### config.mk
export PLATFORM = sky130hd
export DESIGN_NAME = card_clk_pwr
export DESIGN_NICKNAME = d
export VERILOG_FILES = /design/src/rtl/ccp_pkg.sv /design/src/rtl/ccp_power_fsm.sv /design/src/rtl/ccp_idle_mon.sv /design/src/rtl/ccp_clk_gen.sv /design/src/rtl/card_clk_pwr.sv
export SDC_FILE = /design/constraint.sdc
export NUM_CORES = 1
export LEC_CHECK = 0
export ABC_AREA = 1
export BUFFER_PORTS_ARGS = -buffer_cell sky130_fd_sc_hd__buf_2
export CAP_MARGIN = 30
export CORE_MARGIN = 1
export CORE_UTILIZATION = 45
export CTS_CLUSTER_DIAMETER = 50
export DETAILED_ROUTE_END_ITERATION = 8
export GPL_TIMING_DRIVEN = 0
export PLACE_DENSITY_LB_ADDON = 0.2
export SKIP_CTS_REPAIR_TIMING = 1
export SYNTH_ARGS = -nofsm -noshare
export SYNTH_HDL_FRONTEND = slang
export SYNTH_SLANG_ARGS = --single-unit
### constraint.sdc
create_clock -name clk -period 4.1 [get_ports clk]
set_input_delay 0.82 -clock clk [delete_from_list [all_inputs] [get_ports clk]]
set_output_delay 0.82 -clock clk [all_outputs]
set_load 0.02 [all_outputs]
### src/rtl/ccp_pkg.sv
package ccp_pkg;

    typedef enum logic [1:0] {
        PH_OFF = 2'b00,
        PH_UP  = 2'b10,
        PH_ON  = 2'b11
    } phase_e;

    localparam logic [1:0] PH_RSVD = 2'b01;

    function automatic logic sel_is_valid(input logic [1:0] code);
        return code != PH_RSVD;
    endfunction

endpackage

### src/rtl/ccp_power_fsm.sv
module ccp_power_fsm
    import ccp_pkg::*;
(
    input  logic       clk,
    input  logic       rst,
    input  logic       wr,
    input  logic [1:0] sel,
    output phase_e     phase,
    output logic       oe
);

    always_ff @(posedge clk) begin
        if (rst)
            phase <= PH_OFF;
        else if (wr && sel_is_valid(sel))
            phase <= phase_e'(sel);
    end

    assign oe = (phase == PH_ON);

    a_r2_reserved_ignored: assert property (@(posedge clk) disable iff (rst)
        (wr && sel == PH_RSVD) |=> $stable(phase));

    a_r3_oe_write_only: assert property (@(posedge clk) disable iff (rst)
        !wr |=> $stable(oe));

endmodule

### src/rtl/ccp_idle_mon.sv
module ccp_idle_mon #(
    parameter int IDLE_PERIODS = 8
) (
    input  logic clk,
    input  logic rst,
    input  logic cmd_idle,
    input  logic dat_idle,
    input  logic edge_tick,
    output logic idle_long
);

    localparam int CW = $clog2(IDLE_PERIODS + 1);
    localparam logic [CW-1:0] LIMIT = CW'(IDLE_PERIODS);

    logic          both_idle;
    logic [CW-1:0] cnt;

    assign both_idle = cmd_idle & dat_idle;

    always_ff @(posedge clk) begin
        if (rst || !both_idle)
            cnt <= '0;
        else if (edge_tick && cnt != LIMIT)
            cnt <= cnt + 1'b1;
    end

    assign idle_long = both_idle && (cnt == LIMIT);

    a_r9_busy_restarts: assert property (@(posedge clk) disable iff (rst)
        !(cmd_idle && dat_idle) |=> (cnt == '0));

    a_r8_count_bounded: assert property (@(posedge clk) disable iff (rst)
        cnt <= LIMIT);

endmodule

### src/rtl/ccp_clk_gen.sv
module ccp_clk_gen #(
    parameter int DIV_W      = 8,
    parameter int DIV_OFFSET = 2
) (
    input  logic             clk,
    input  logic             rst,
    input  logic [DIV_W-1:0] div_sel,
    input  logic             bypass,
    input  logic             want,
    output logic             card_clk,
    output logic             tick
);

    localparam int RW = DIV_W + 1;

    logic [RW-1:0] ratio, half, last, cnt;
    logic          run, clk_q, tick_q, byp_en, want_div;

    assign ratio    = RW'(div_sel) + RW'(DIV_OFFSET);
    assign half     = ratio >> 1;
    assign last     = ratio - RW'(1);
    assign want_div = want & ~bypass;

    always_ff @(posedge clk) begin
        if (rst) begin
            run    <= 1'b0;
            cnt    <= '0;
            clk_q  <= 1'b0;
            tick_q <= 1'b0;
        end else begin
            tick_q <= 1'b0;
            if (!run) begin
                cnt   <= '0;
                clk_q <= 1'b0;
                run   <= want_div;
            end else if (!want_div && !clk_q) begin
                run <= 1'b0;
                cnt <= '0;
            end else begin
                cnt    <= (cnt >= last) ? '0 : cnt + 1'b1;
                clk_q  <= (cnt < half);
                tick_q <= (cnt < half) && !clk_q;
            end
        end
    end

    // bypass gate enable changes only while the adapter clock is low
    always_ff @(negedge clk) begin
        if (rst)
            byp_en <= 1'b0;
        else
            byp_en <= want & bypass;
    end

    assign card_clk = bypass ? (clk & byp_en) : clk_q;
    assign tick     = bypass ? byp_en : tick_q;

    // checker state: length of current high pulse, divider held steady
    logic [RW-1:0]    hi_len;
    logic [DIV_W-1:0] div_prev;
    logic             div_ok;

    always_ff @(posedge clk) begin
        if (rst) begin
            hi_len   <= '0;
            div_prev <= '0;
            div_ok   <= 1'b0;
        end else begin
            div_prev <= div_sel;
            hi_len   <= clk_q ? hi_len + 1'b1 : '0;
            div_ok   <= clk_q ? (div_ok && div_sel == div_prev && !bypass) : 1'b1;
        end
    end

    a_r7_full_high: assert property (@(posedge clk) disable iff (rst)
        (!bypass && $fell(clk_q) && div_ok && div_sel == div_prev) |-> (hi_len == half));

    a_r10_tick_with_high: assert property (@(posedge clk) disable iff (rst)
        tick_q |-> clk_q);

endmodule

### src/rtl/card_clk_pwr.sv
module card_clk_pwr
    import ccp_pkg::*;
#(
    parameter int DIV_W        = 8,
    parameter int DIV_OFFSET   = 2,
    parameter int IDLE_PERIODS = 8
) (
    input  logic             clk,
    input  logic             rst,
    input  logic             pwr_wr,
    input  logic [1:0]       pwr_sel,
    input  logic [DIV_W-1:0] div_sel,
    input  logic             bypass_sel,
    input  logic             psave_sel,
    input  logic             clk_en_sel,
    input  logic             cmd_idle,
    input  logic             dat_idle,
    output logic             card_clk,
    output logic             card_clk_rise,
    output logic             pin_oe,
    output logic [1:0]       pwr_state
);

    phase_e phase;
    logic   idle_long, want;

    ccp_power_fsm u_pwr (
        .clk   (clk),
        .rst   (rst),
        .wr    (pwr_wr),
        .sel   (pwr_sel),
        .phase (phase),
        .oe    (pin_oe)
    );

    ccp_idle_mon #(.IDLE_PERIODS(IDLE_PERIODS)) u_idle (
        .clk       (clk),
        .rst       (rst),
        .cmd_idle  (cmd_idle),
        .dat_idle  (dat_idle),
        .edge_tick (card_clk_rise),
        .idle_long (idle_long)
    );

    assign want = clk_en_sel && (phase == PH_ON) && !(psave_sel && idle_long);

    ccp_clk_gen #(.DIV_W(DIV_W), .DIV_OFFSET(DIV_OFFSET)) u_gen (
        .clk      (clk),
        .rst      (rst),
        .div_sel  (div_sel),
        .bypass   (bypass_sel),
        .want     (want),
        .card_clk (card_clk),
        .tick     (card_clk_rise)
    );

    assign pwr_state = phase;

    a_r4_unpowered_low: assert property (@(posedge clk) disable iff (rst)
        (!bypass_sel && phase != PH_ON && !card_clk) |=> (bypass_sel || !card_clk));

    a_r10_single_strobe: assert property (@(posedge clk) disable iff (rst)
        (!bypass_sel && card_clk_rise) |=> (bypass_sel || !card_clk_rise));

endmodule

==> impl_metrics.csv <==
group,metric,value,unit
power,ir_drop,0.0946,mV
synthesis,syn-num-nets,263,
critical_path,regToRegStartpoint,"u_gen.byp_en",
sta,relSlewSlack,84.1,%
placement,dp_hpwl,2280,um
clocking,clk_latency,360,ps
critical_path,crit_arrival,3090,ps
global_routing,grt_pass1_wl,4410,um
synthesis,synth_mux_area_share,0,%
cells_and_area,diodes,0,
floorplan,core,3360,um2
clocking,clockBufferDepth,2,
sta,report.final.slew_viol_count,0,
sta,hold_ws,475,ps
drt,viasPerCell,4.59,
cells_and_area,layout_commonest_cell,"nand2_1",
critical_path,crit_slowest_cell,"dfxtp_1",
synthesis,synth_fa_ha_area_share,14.1,%
floorplan,die-height,61.5,um
synthesis,ys_types,29,
drt,drt_wl_total,2660,um
floorplan,fp.dieW,61.5,um
global_routing,grt_overflow,0,
global_routing,grt_use_met3,1.47,%
synthesis,yosys_warnings,0,
placement,routabilityCongestion,0.759,
cells_and_area,fin_nets,290,
critical_path,critical_path.endpoint_type,"output pin",
run_status,status,"finished clean",
global_routing,grt_pass1_vias,1118,
synthesis,synth.avg_cell_area,7.02,um2
cells_and_area,syn_to_final_growth,13.4,%
synthesis,synth_edf_count,0,
floorplan,start_util,47.4,%
clocking,clk_pin_slew,110,ps
drt,remaining_drc_errors,0,
synthesis,synth_top_family_by_area,"simple AND/OR/NAND/NOR gates",
synthesis,async_flop_share,0,%
critical_path,cp-start-kind,"register",
clocking,h-tree-depth,1,
global_routing,met1_usage,19.4,%
synthesis,synth-compound-area-share,5.89,%
power,p_leak,0.920,nW
global_routing,grtUsageTotal,15.6,%
power,p_per_area,219,nW/um2
critical_path,rrSetupSlack,880,ps
clocking,clockRootBuffer,"clkbuf_4",
clocking,cts_tree,"built",
critical_path,worstPathMaxFanout,4,
drt,first_pass_iters,4,
cells_and_area,drive_gt1_share,20.6,%
floorplan,placementRows,21,
critical_path,crit_buf_inv,1,
global_routing,top_usage_layer,"met2",
drt,vias,1373,
critical_path,cpPeakStageDelay,300,ps
synthesis,synth_seq_cells,19,
critical_path,cp.depth,3,
critical_path,ff2ff_path_depth,7,
critical_path,worstPathRequired,3280,ps
sta,clock_skew,64.1,ps
synthesis,yosys.area_share.simple,35.9,%
global_routing,grt_antenna_before_repair,0,
drt,ant_nets,0,
critical_path,worstPathCellList,"nand2_1 > nand2_1 > buf_2",
worst_hold_path,hp-class,"register to register",
sta,setup_viol,0,
synthesis,syn_area,1590,um2
clocking,cts_made_buffers,3,
placement,io_buffers,21,
cells_and_area,final_cell_mix,"nand2_1, inv_1, nor2_1",
synthesis,synth.yosys.seq_area_share,23.9,%
global_routing,grt_use_met2,27.2,%
critical_path,criticalPathCategory,"register to output pin",
drt,drt_iter0_drc,37,
critical_path,reg2reg_to,"u_idle.cnt[3]",
sta,tns,0,ps
cells_and_area,post-route-util,53.8,%
critical_path,critPathLaunch,"u_gen.byp_en",
sta,hold_viol_final,0,
run,maxCapViolations,0,
critical_path,crit_top_cell,"nand2_1",
floorplan,fp.dieArea,3780,um2
drt,wl_per_cell,8.90,um
critical_path,endpoint,"card_clk_rise",
synthesis,postSynthCellCount,227,
critical_path,cp_top_family,"flip-flops",
global_routing,grt_max_degree,13,
synthesis,synth_xor_area_share,8.87,%
sta,worst_pin_slew,239,ps
sta,grt_setup_unrepaired,"false",
synthesis,ys.flop_type,"dfxtp_1",
floorplan,ios,23,
how the worst min path moves through the flow:
stage                            from        end  slack (ps)  cells past startpoint
after floorplan           u_gen.clk_q  u_gen.run         430                      2
after global placement    u_gen.clk_q  u_gen.run         450                      2
after detailed placement  u_gen.clk_q  u_gen.run         460                      2
after CTS                 u_gen.clk_q  u_gen.run         480                      2
after global routing      u_gen.clk_q  u_gen.run         490                      2
final                     u_gen.clk_q  u_gen.run         480                      2
kinds of logic (layout without fill, tap and decap cells):
family	count (synthesis)	after routing
adder cells (fa/ha/maj)	18	18
AND/OR/NAND/NOR	114	114
XOR/XNOR	14	14
flip-flops	19	19
buffers and inverters	45	71
AO/OA/AOI/OAI	17	17
routing by layer:
| metal | part of all wire [%] | up-vias |
|---|---|---|
| li1 | - | 768 |
| met1 | 50 | 578 |
| met2 | 46 | 23 |
| met3 | 2.2 | 4 |
| met4 | 1.7 | 0 |
| met5 | 0 | - |
cells in the mapped netlist, types with 2 or more instances:
cell      instances  share of area (%)
nand2_1          43                 10
inv_1            40                9.4
nor2_1           22                5.2
nand3_1          21                6.6
dfxtp_1          19                 24
ha_1             18                 14
nand2_2          10                3.9
xor2_1           10                5.5
a21oi_1           8                2.5
nand4_1           5                2.0
o21ai_0           5                1.6
nand3_2           3                1.9
xnor2_1           3                1.6
a211oi_1          2               0.94
inv_2             2               0.47
nor2_2            2               0.78
nor3_2            2                1.3
power by group:
part           switching (W)  internal [W]  leakage [nW]
Sequential       0.000000897      0.000186         0.153
Clock              0.0000643     0.0000777        0.0436
Combinational      0.0000407     0.0000262         0.723
stage by stage:
step	setup slack, ps	cell area, um2	power, W	std cells
finish	190	1810	0.000396	299
global route	104	1810	0.000424	299
CTS	171	1810	0.000402	299
detailed placement	549	1760	0.000265	294
global placement	554	1760	0.000264	294
floorplan	546	1590	0.000243	227
flip-flops by register name, summed over array words and instances, names as in the netlist:
register,count
u_gen.run,1
u_idle.cnt,4
u_gen.byp_en,1
u_gen.tick_q,1
u_pwr.phase,2
u_gen.cnt,9
u_gen.clk_q,1
cell type report:
class | count | area (um2)
clock inverter | 2 | 7.51
clock buffer | 5 | 52.6
multi-input combinational | 163 | 1030
sequential | 19 | 380
buffer | 1 | 11.3
timing repair buffer | 20 | 100
tap | 46 | 57.6
inverter | 43 | 165
fill | 366 | 1560
worst register-to-register path, delay by kind of cell, from the launching register on:
family | cells | cell delay, ps
XOR/XNOR | 1 | 150
buffers and inverters | 1 | 50
AND/OR/NAND/NOR | 5 | 540
flip-flops | 1 | 300
No activity file was read; power rests on OpenSTA's default activity.
